--- src/rtl/fmm_pkg.sv ---
package fmm_pkg;

    localparam int EXP_W  = 8;
    localparam int FRAC_W = 23;
    localparam int WORD_W = 1 + EXP_W + FRAC_W;

    // NaN handling policy selected per operation
    typedef enum logic [1:0] {
        POL_SKIP_QUIET = 2'b00,
        POL_PROPAGATE  = 2'b01,
        POL_SKIP_ALL   = 2'b10,
        POL_SKIP_ALL_B = 2'b11
    } nan_policy_e;

    // Per-operand classification
    typedef struct packed {
        logic is_nan;
        logic is_snan;
    } opclass_t;

    // Output stage state
    typedef enum logic {
        ST_IDLE = 1'b0,
        ST_EMIT = 1'b1
    } out_state_e;

endpackage

--- src/rtl/fmm_classify.sv ---
module fmm_classify
    import fmm_pkg::*;
#(
    parameter int EW = fmm_pkg::EXP_W,
    parameter int FW = fmm_pkg::FRAC_W,
    localparam int W = 1 + EW + FW
) (
    input  logic [W-1:0] word,
    output opclass_t     cls
);
    logic [EW-1:0] exp_f;
    logic [FW-1:0] frac_f;

    always_comb begin
        exp_f       = word[W-2 -: EW];
        frac_f      = word[FW-1:0];
        cls.is_nan  = (&exp_f) && (|frac_f);
        // quiet bit is the top fraction bit
        cls.is_snan = cls.is_nan && !frac_f[FW-1];
    end
endmodule

--- src/rtl/fmm_order.sv ---
module fmm_order #(
    parameter int W = fmm_pkg::WORD_W
) (
    input  logic [W-1:0] a,
    input  logic [W-1:0] b,
    output logic         a_lt_b
);
    logic         sa, sb;
    logic [W-2:0] ma, mb;

    always_comb begin
        sa = a[W-1];
        sb = b[W-1];
        ma = a[W-2:0];
        mb = b[W-2:0];
        unique case ({sa, sb})
            2'b10:   a_lt_b = 1'b1;     // negative below positive, -0 below +0
            2'b01:   a_lt_b = 1'b0;
            2'b00:   a_lt_b = ma < mb;
            default: a_lt_b = ma > mb;  // both negative: larger magnitude is smaller
        endcase
    end
endmodule

--- src/rtl/fmm_pick.sv ---
module fmm_pick
    import fmm_pkg::*;
#(
    parameter int EW = fmm_pkg::EXP_W,
    parameter int FW = fmm_pkg::FRAC_W,
    localparam int W = 1 + EW + FW
) (
    input  logic [W-1:0] a,
    input  logic [W-1:0] b,
    input  opclass_t     cls_a,
    input  opclass_t     cls_b,
    input  logic         a_lt_b,
    input  logic         sel_max,
    input  logic [1:0]   policy,
    output logic [W-1:0] res,
    output logic         inv
);
    localparam logic [W-1:0] CANON = {1'b0, {EW{1'b1}}, 1'b1, {(FW-1){1'b0}}};

    logic [W-1:0] ordered;
    logic         any_nan, both_nan, any_snan;

    always_comb begin
        // equal values are identical words, so either pick is correct
        if (sel_max) ordered = a_lt_b ? b : a;
        else         ordered = a_lt_b ? a : b;

        any_nan  = cls_a.is_nan | cls_b.is_nan;
        both_nan = cls_a.is_nan & cls_b.is_nan;
        any_snan = cls_a.is_snan | cls_b.is_snan;
        inv      = any_snan;

        unique case (nan_policy_e'(policy))
            POL_SKIP_QUIET: begin
                if (any_snan || both_nan) res = CANON;
                else if (cls_a.is_nan)    res = b;
                else if (cls_b.is_nan)    res = a;
                else                      res = ordered;
            end
            POL_PROPAGATE: begin
                res = any_nan ? CANON : ordered;
            end
            POL_SKIP_ALL, POL_SKIP_ALL_B: begin
                if (both_nan)          res = CANON;
                else if (cls_a.is_nan) res = b;
                else if (cls_b.is_nan) res = a;
                else                   res = ordered;
            end
        endcase
    end
endmodule

--- src/rtl/fmm_unit.sv ---
module fmm_unit
    import fmm_pkg::*;
#(
    parameter int EW = fmm_pkg::EXP_W,
    parameter int FW = fmm_pkg::FRAC_W,
    localparam int W = 1 + EW + FW
) (
    input  logic         clk,
    input  logic         rst_n,
    input  logic         in_valid,
    input  logic [W-1:0] op_a,
    input  logic [W-1:0] op_b,
    input  logic         sel_max,
    input  logic [1:0]   policy,
    output logic         out_valid,
    output logic [W-1:0] result,
    output logic         invalid
);
    logic [W-1:0] ops [2];
    opclass_t     cls [2];
    logic         a_lt_b;
    logic [W-1:0] pick_res;
    logic         pick_inv;
    out_state_e   state, state_nx;
    logic [W-1:0] res_q;
    logic         inv_q;

    assign ops[0] = op_a;
    assign ops[1] = op_b;

    for (genvar i = 0; i < 2; i++) begin : g_cls
        fmm_classify #(.EW(EW), .FW(FW)) u_cls (
            .word (ops[i]),
            .cls  (cls[i])
        );
    end

    fmm_order #(.W(W)) u_order (
        .a      (op_a),
        .b      (op_b),
        .a_lt_b (a_lt_b)
    );

    fmm_pick #(.EW(EW), .FW(FW)) u_pick (
        .a       (op_a),
        .b       (op_b),
        .cls_a   (cls[0]),
        .cls_b   (cls[1]),
        .a_lt_b  (a_lt_b),
        .sel_max (sel_max),
        .policy  (policy),
        .res     (pick_res),
        .inv     (pick_inv)
    );

    // next-state logic
    always_comb begin
        unique case (state)
            ST_IDLE: state_nx = in_valid ? ST_EMIT : ST_IDLE;
            ST_EMIT: state_nx = in_valid ? ST_EMIT : ST_IDLE;
        endcase
    end

    // state register
    always_ff @(posedge clk) begin
        if (!rst_n) state <= ST_IDLE;
        else        state <= state_nx;
    end

    // result register, loaded only on accepted inputs
    always_ff @(posedge clk) begin
        if (!rst_n) begin
            res_q <= '0;
            inv_q <= 1'b0;
        end else if (in_valid) begin
            res_q <= pick_res;
            inv_q <= pick_inv;
        end
    end

    // outputs
    always_comb begin
        out_valid = (state == ST_EMIT);
        result    = res_q;
        invalid   = inv_q;
    end
endmodule

--- config.mk ---
export PLATFORM = sky130hd
export DESIGN_NAME = fmm_unit
export DESIGN_NICKNAME = d
export VERILOG_FILES = /design/src/rtl/fmm_pkg.sv /design/src/rtl/fmm_classify.sv /design/src/rtl/fmm_order.sv /design/src/rtl/fmm_pick.sv /design/src/rtl/fmm_unit.sv
export SDC_FILE = /design/constraint.sdc
export NUM_CORES = 1
export LEC_CHECK = 0
export CAP_MARGIN = 30
export CORE_UTILIZATION = 45
export CTS_BUF_LIST = sky130_fd_sc_hd__clkbuf_8 sky130_fd_sc_hd__clkbuf_16
export DETAILED_ROUTE_END_ITERATION = 12
export MAX_ROUTING_LAYER = met4
export PLACE_DENSITY = 0.81
export SYNTH_ARGS = -nofsm -noshare
export SYNTH_HDL_FRONTEND = slang
export SYNTH_SLANG_ARGS = --single-unit
--- constraint.sdc ---
create_clock -name clk -period 3.56 [get_ports clk]
set_input_delay 0.534 -clock clk [delete_from_list [all_inputs] [get_ports clk]]
set_output_delay 0.534 -clock clk [all_outputs]
set_load 0.01 [all_outputs]
==> flow_summary.ini, run 1 <==
[status]
status = complete, no violations

[global_routing]
top_usage_layer = met2
grt_max_degree = 22
grt_pass1_wl_um = 14300
grt_util_met1_pct = 35.5
grt_antenna_before_repair = 0
grt_use_total_pct = 29.1
grt_overflow = 0
grt_pass1_vias = 3146
met3_usage_pct = 4.27
use_met2_pct = 49.5

[yosys]
syn_inst = 361
syn_nets = 462
yosysSeqAreaShare_pct = 24.2
postSynthAreaPerCell_um2 = 7.80
syn_area_um2 = 2820
ys_types = 55
synth-edff-count = 0
synth_top_area_share_pct = 24.2
synthTopCellsByArea = dfxtp_1 24%, ha_1 14%, o21ai_0 6.8%
ys_warn_count = 0
dominantRegCellSynth = dfxtp_1
synth.most_common_cell = inv_1
synth_common_cells = 45 x inv_1, 38 x o21ai_0, 34 x dfxtp_1
ys_seq_elements = 34
postSynth.asyncResetShare_pct = 0
yosys.area.top_type = dfxtp_1

[cts]
clkLatencyLatePin_ns = 0.29
clk_path_buf_depth = 2
ctsRootBufferMaster = clkbuf_8
cts.clk_slew.worst_paths_ns = 0.08
cts_tree = yes
postCtsHoldBufs = 0
cts_resized = 0
clock_sinks = 34
htree_levels = 2
cts_buffers = 5
post-cts-setup-buffers = 0

[floorplanning]
dieWidth_um = 81.1
die_h_um = 81.1
rows = 28
start_util_pct = 47.0
coreArea_um2 = 5990
die_area_um2 = 6580
io_pins = 104

[timing]
relSlewSlack_pct = 43.7
setup_violations = 0
worstMarginPinSlew_ns = 0.841
period_needed_ns = 3.35
finalClockSkew_ns = 0
hold_viol = 0
setup_tns_ns = 0
fin_crit_sh_pct = 94.1
drv_slew = 0
fmax_mhz = 298
rsz0062_at_grt = false

[placed_design]
hpwl_um = 7320
gp_congestion = 0.891
placed_cell_area_um2 = 4010
portBuffers = 103

[pwr]
p_total_mw = 1.24
ir_drop_uv = 166
p_leak_nw = 1.72
p_per_area_nw_per_um2 = 301

[final_layout]
nNetsFinal = 578
fill_cells = 500
diodes = 0
final_area_um2 = 4120
drive_gt1_share_pct = 8.58
syn_to_final_growth_pct = 46.4

[detailed_routing]
drt_wl_total_um = 9360
ant_nets = 0
wl_per_cell_um = 16.9
viasPerCell = 6.11
dr.first_iter.drc_count = 226
drc = 0
vias = 3380
drtPass1Iterations = 5

[worst_setup_path]
path_delay_family = compound AO/OA/AOI/OAI gates
cp.required_ns = 3.73
cp.arrival_ns = 3.52
cp_slowest_cell = or4_1
cp_cell_sequence = clkdlybuf4s50_1 > inv_1 > ha_1 > a41oi_1 > o21ai_1 > a211oi_1 > a211oi_1 > and4_1 > or4_1 > o21ai_0 > a31oi_1
end_kind = flip-flop
crit_path_frequent_cell = a211oi_1
cp_max_fo = 8
crit_buf_inv = 2
crit_path_start_kind = input pin
path_class = in -> reg
cp_slowest_stage_delay_ns = 0.67

[min_path]
hold_path.class = reg -> reg

[flow_run]
cap_viol_max_count = 0
flip-flops by register name, indices dropped and copies added (netlist names):
signal and flops:
invalid 1, out_valid 1, result 32
report_power, final:
group / switching, mW / leakage [nW] / internal [mW] / total (mW)
sequential: 0.0197 / 0.282 / 0.417 / 0.437
combinational: 0.221 / 1.38 / 0.235 / 0.455
clock: 0.152 / 0.0575 / 0.196 / 0.348
total: 0.393 / 1.72 / 0.847 / 1.24
per-stage QoR:
stage / instances / setup slack [ns] / hold WS, ns / util, %
final: 553 / 0.208 / 0.492 / 68.8
after global routing: 553 / 0.0247 / 0.522 / 68.8
after CTS: 553 / 0.245 / 0.495 / 68.8
after detailed placement: 545 / -0.0491 / 0.478 / 67.0
after global placement: 545 / 0.0345 / 0.467 / 67.0
after floorplan: 361 / 0.718 / 0.502 / -
layout make-up:
cell class                 instances  area, um^2  area share [%]
timing repair buffer             121        1170            28.3
tap                               75        93.8            2.28
sequential                        34         681            16.5
clock buffer                       8         110            2.67
multi-input combinational        269        1900            46.1
inverter                          46         173            4.19
worst reg2reg max path, delay by kind of cell (launching register included):
family / cells / cell delay (ns)
AND/OR/NAND/NOR: 1 / 0.21
AO/OA/AOI/OAI: 2 / 0.29
flip-flops: 1 / 0.36
logic make-up after synthesis:
logic type | after synthesis | synth area share, %
flip-flops | 34 | 24.2
multiplexers | 2 | 0.888
AO/OA/AOI/OAI | 117 | 29.4
buffers and inverters | 58 | 8.40
adder cells (fa/ha/maj) | 31 | 13.8
AND/OR/NAND/NOR | 119 | 23.4
cell usage in the layout, fill, tap and decap left out, drive strengths merged, types with 6 or more instances in the layout:
cell type      synthesis  routed
nor4                  14      14
clkbuf                 6       8
o21a                   6       6
o211ai                11      11
nand2b                12      12
nor3                   8       8
a31oi                  8       8
nand3                  6       6
a21oi                 14      14
clkdlybuf4s50          0     103
inv                   45      45
buf                    6      18
dfxtp                 34      34
nand4                 23      23
a211oi                 8       8
o221a                 11      11
nand2                 33      33
o21ai                 43      43
nor2                  16      16
ha                    31      31
path summary, 6_finish.rpt:
path	start	end	slack [ns]	depth (start not counted)
worst max-delay path	op_b[20]	result[24]$_SDFFE_PN0P_	0.21	11
worst min register to register	result[2]$_SDFFE_PN0P_	result[2]$_SDFFE_PN0P_	0.49	2
worst min-delay path	result[2]$_SDFFE_PN0P_	result[2]$_SDFFE_PN0P_	0.49	2
worst max register to register	result[19]$_SDFFE_PN0P_	result[19]$_SDFFE_PN0P_	2.62	3
metal layers:
metal | wire length, um | up-vias | part of all wire (%)
li1 | - | 1588 | -
met1 | 4030 | 1580 | 43
met2 | 4510 | 194 | 48
met3 | 711 | 18 | 7.6
met4 | 106 | 0 | 1.1
met5 | 0 | - | 0
(Power assumes the default switching activity.)
==> inputs of run 2 (changes only) <==
CELL_PAD_IN_SITES_DETAIL_PLACEMENT = 1   (was unset)
CELL_PAD_IN_SITES_GLOBAL_PLACEMENT = 1   (was unset)
CORE_UTILIZATION = 32   (was 45)
PLACE_DENSITY = unset   (was 0.81)
PLACE_DENSITY_LB_ADDON = 0.1   (was unset)
==> flow_summary.ini, run 2 (synthesis results as in run 1) <==
[worst_setup_path]
cp_max_fo = 11
crit_buf_inv = 3
crit_path_start_kind = input pin
path_class = in -> reg
end_kind = flip-flop
cp.required_ns = 3.79
path_delay_family = compound AO/OA/AOI/OAI gates
cp_slowest_stage_delay_ns = 0.50
cp_cell_sequence = clkdlybuf4s50_1 > inv_1 > ha_1 > a41oi_1 > o21ai_1 > a211oi_1 > buf_4 > nand2_1 > mux2_4 > a41o_1 > nor2_2 > o221a_1
cp_slowest_cell = clkdlybuf4s50_1
cp.arrival_ns = 3.61

[timing]
hold_viol = 0
finalClockSkew_ns = 0
drv_slew = 0
setup_violations = 0
fin_crit_sh_pct = 94.8
relSlewSlack_pct = 35.8
period_needed_ns = 3.37
setup_slack_ns = 0.186
fmax_mhz = 296
rsz0062_at_grt = false
worstMarginPinSlew_ns = 0.959

[floorplanning]
start_util_pct = 33.6
rows = 33
die_area_um2 = 9180
coreArea_um2 = 8380
dieWidth_um = 95.8
die_h_um = 95.8
io_pins = 104

[final_layout]
nNetsFinal = 595
drive_gt1_share_pct = 11.5
syn_to_final_growth_pct = 52.0
diodes = 0
largest_register_ffs = 32
layout_commonest_cell = clkdlybuf4s50_1
layout_common_cells = 103 x clkdlybuf4s50_1, 46 x inv_1, 38 x o21ai_0

[placed_design]
place_ws_ns = -0.0743
gp_congestion = 0.807
hpwl_um = 8990
portBuffers = 103

[detailed_routing]
drc = 0
dr.first_iter.drc_count = 143
vias = 3300
drtPass1Iterations = 4
viasPerCell = 5.50
drt_wl_total_um = 11000
wl_per_cell_um = 18.3
ant_nets = 0

[cts]
clkLatencyLatePin_ns = 0.29
ctsRootBufferMaster = clkbuf_8
clock_sinks = 34
cts_buffers = 5
clk_path_buf_depth = 2
cts_resized = 0
htree_levels = 2
cts_tree = yes
post-cts-setup-buffers = 0
cts.clk_slew.worst_paths_ns = 0.08
postCtsHoldBufs = 0

[global_routing]
grt_pass1_vias = 3508
grt_overflow = 0
grt_use_total_pct = 25.7
grt_pass1_wl_um = 17500
grt_max_degree = 22
grt_antenna_before_repair = 0

[status]
status = complete, no violations

[pwr]
p_total_mw = 1.24
p_leak_nw = 1.81
ir_drop_uv = 141
p_per_area_nw_per_um2 = 289

[flow_run]
cap_viol_max_count = 0

[min_path]
hold_path.class = reg -> reg
[run 2: cell count changes in the layout (fill, tap and decap cells not counted), sizes merged]
cell,delta
clkinv,+1
clkbuf,-2
inv,+1
buf,+17
[run 2: where the power goes]
part           internal [mW]  total, mW  leakage [nW]  switching, mW
sequential             0.417      0.436         0.282         0.0192
combinational          0.254      0.489          1.47          0.234
clock                  0.154      0.314        0.0524          0.161
total                  0.825       1.24          1.81          0.414
[run 2: layer usage]
layer	routed length [um]	track usage [%]
met1	5030	32.1
met2	5370	44.0
met3	534	3.32
met4	74	5.72
met5	0	-
[run 2: stage by stage]
stage	cells	TNS (ns)	cell area [um^2]	hold slack, ns	utilization (%)
floorplan	361	0	2820	0.502	-
global placement	592	-0.200	4190	0.455	50.0
detailed placement	592	-0.714	4190	0.473	50.0
CTS	600	0	4280	0.491	51.1
global route	600	0	4280	0.521	51.1
finish	600	0	4280	0.489	51.1
[run 2: layout make-up]
type                    count  area (um^2)
well taps                 105          131
inverters                  46          173
clock buffers               6         82.6
flip-flops and latches     34          681
fillers                  1042         4100
clock inverters             2         8.76
repair buffers            138         1310
multi-input cells         269         1900
[run 2: final timing paths]
kind,from,end,slack (ns),depth (start not counted)
max reg2reg,result[19]$_SDFFE_PN0P_,result[19]$_SDFFE_PN0P_,2.48,3
max,op_b[21],result[18]$_SDFFE_PN0P_,0.19,12
min reg2reg,result[5]$_SDFFE_PN0P_,result[5]$_SDFFE_PN0P_,0.49,2
min,result[5]$_SDFFE_PN0P_,result[5]$_SDFFE_PN0P_,0.49,2
[run 2: worst reg2reg max path, stage by stage (launching register included)]
cell and delay, ns:
dfxtp_1 0.35, nor2b_1 0.25, a21oi_1 0.09, a211oi_1 0.29
==> inputs of run 3 (changes only) <==
PLACE_DENSITY = 0.9   (was unset)
PLACE_DENSITY_LB_ADDON = unset   (was 0.1)
==> flow_summary.ini, run 3 (synthesis results as in run 1) <==
[cts]
cts.clk_slew.worst_paths_ns = 0.07
cts_resized = 0
clkLatencyLatePin_ns = 0.29
cts_buffers = 5
cts_tree = yes
post-cts-setup-buffers = 0
clock_sinks = 34
ctsRootBufferMaster = clkbuf_8
postCtsHoldBufs = 0
htree_levels = 2
clk_path_buf_depth = 2

[placed_design]
gp_congestion = 0.924
portBuffers = 103
hpwl_um = 9150
place_inst = 578

[detailed_routing]
m1WireLength_um = 4800
ant_nets = 0
drc = 0
dr.first_iter.drc_count = 204
vias = 3430
highest-signal-layer = met4
drt_wl_total_um = 11800
wl_met2_um = 5880
wl_per_cell_um = 20.1
viasPerCell = 5.85
drtPass1Iterations = 4
wl_met3_um = 686

[flow_run]
cap_viol_max_count = 0

[min_path]
hold_path.class = reg -> reg

[timing]
fmax_mhz = 289
setup_violations = 0
whs_ns = 0.491
period_needed_ns = 3.46
hold_viol = 0
worstMarginPinSlew_ns = 0.815
fin_crit_sh_pct = 97.3
drv_slew = 0
finalClockSkew_ns = 0
setup_tns_ns = 0
relSlewSlack_pct = 45.4

[global_routing]
grt_antenna_before_repair = 0
grt_use_total_pct = 26.7
grt_overflow = 0
grt_pass1_vias = 3752
grt_pass1_wl_um = 18100
grt_max_degree = 22

[worst_setup_path]
cp.arrival_ns = 3.65
path_class = in -> reg
cp_max_fo = 12
crit_path_start_kind = input pin
cp.required_ns = 3.74
end_kind = flip-flop

[floorplanning]
die_h_um = 95.8
die_area_um2 = 9180
io_pins = 104
start_util_pct = 33.6
coreArea_um2 = 8380
rows = 33
dieWidth_um = 95.8

[status]
status = complete, no violations

[final_layout]
layout_commonest_cell = clkdlybuf4s50_1
layout_common_cells = 103 x clkdlybuf4s50_1, 45 x inv_1, 38 x o21ai_0
nNetsFinal = 581
largest_register_ffs = 32
fill_cells = 1014
final_cells = 586
syn_to_final_growth_pct = 48.8
diodes = 0
drive_gt1_share_pct = 9.56
final_util_pct = 50.0

[pwr]
p_per_area_nw_per_um2 = 307
ir_drop_uv = 146
p_total_mw = 1.28
p_leak_nw = 1.74
==> run 3: cell types whose count changed in the layout (fill, tap and decap cells not counted), sizes merged <==
cell / delta
buf: -14
bufinv: +1
clkinv: +1
inv: -1
clkbuf: -1
==> run 3: worst max-delay path: stages <==
cell and delay (ns):
clkdlybuf4s50_1 0.43, buf_4 0.16, nor4_1 0.54, nand4_1 0.28
o21a_1 0.36, or3_1 0.38, mux2i_1 0.23, nor4_2 0.07
buf_4 0.17, and3_4 0.24, o221a_2 0.24
==> run 3: final timing paths <==
check | from | to | slack (ns) | depth (start not counted)
max | op_b[22] | result[10]$_SDFFE_PN0P_ | 0.1 | 11
min | result[4]$_SDFFE_PN0P_ | result[4]$_SDFFE_PN0P_ | 0.49 | 2
max reg2reg | result[19]$_SDFFE_PN0P_ | result[19]$_SDFFE_PN0P_ | 2.54 | 3
min reg2reg | result[4]$_SDFFE_PN0P_ | result[4]$_SDFFE_PN0P_ | 0.49 | 2
==> run 3: routing by layer <==
metal  global-route usage, %  vias up
met3                    4.90       36
met4                    12.3        0
met2                    46.2      135
met1                    29.8     1674
met5                       -        -
li1                        -     1585
==> run 3: layout make-up <==
class                      count  area [um^2]  area share [%]
sequential                    34          681            16.2
clock inverter                 3         40.0           0.956
tap                          105          131            3.14
inverter                      46          173            4.12
timing repair buffer         124         1190            28.4
multi-input combinational    269         1910            45.5
clock buffer                   5         68.8            1.64
==> run 3: metrics by stage <==
| step | instance area [um^2] | setup slack, ns |
|---|---|---|
| floorplan | 2820 | 0.718 |
| global placement | 4070 | -0.0119 |
| detailed placement | 4070 | -0.206 |
| CTS | 4180 | 0.0881 |
| global route | 4190 | -0.0383 |
| finish | 4190 | 0.0965 |
==> run 3: where the power goes <==
| part | switching, mW | total [mW] | internal, mW |
|---|---|---|---|
| registers | 0.0207 | 0.438 | 0.417 |
| logic | 0.241 | 0.484 | 0.242 |
| clock network | 0.157 | 0.363 | 0.206 |
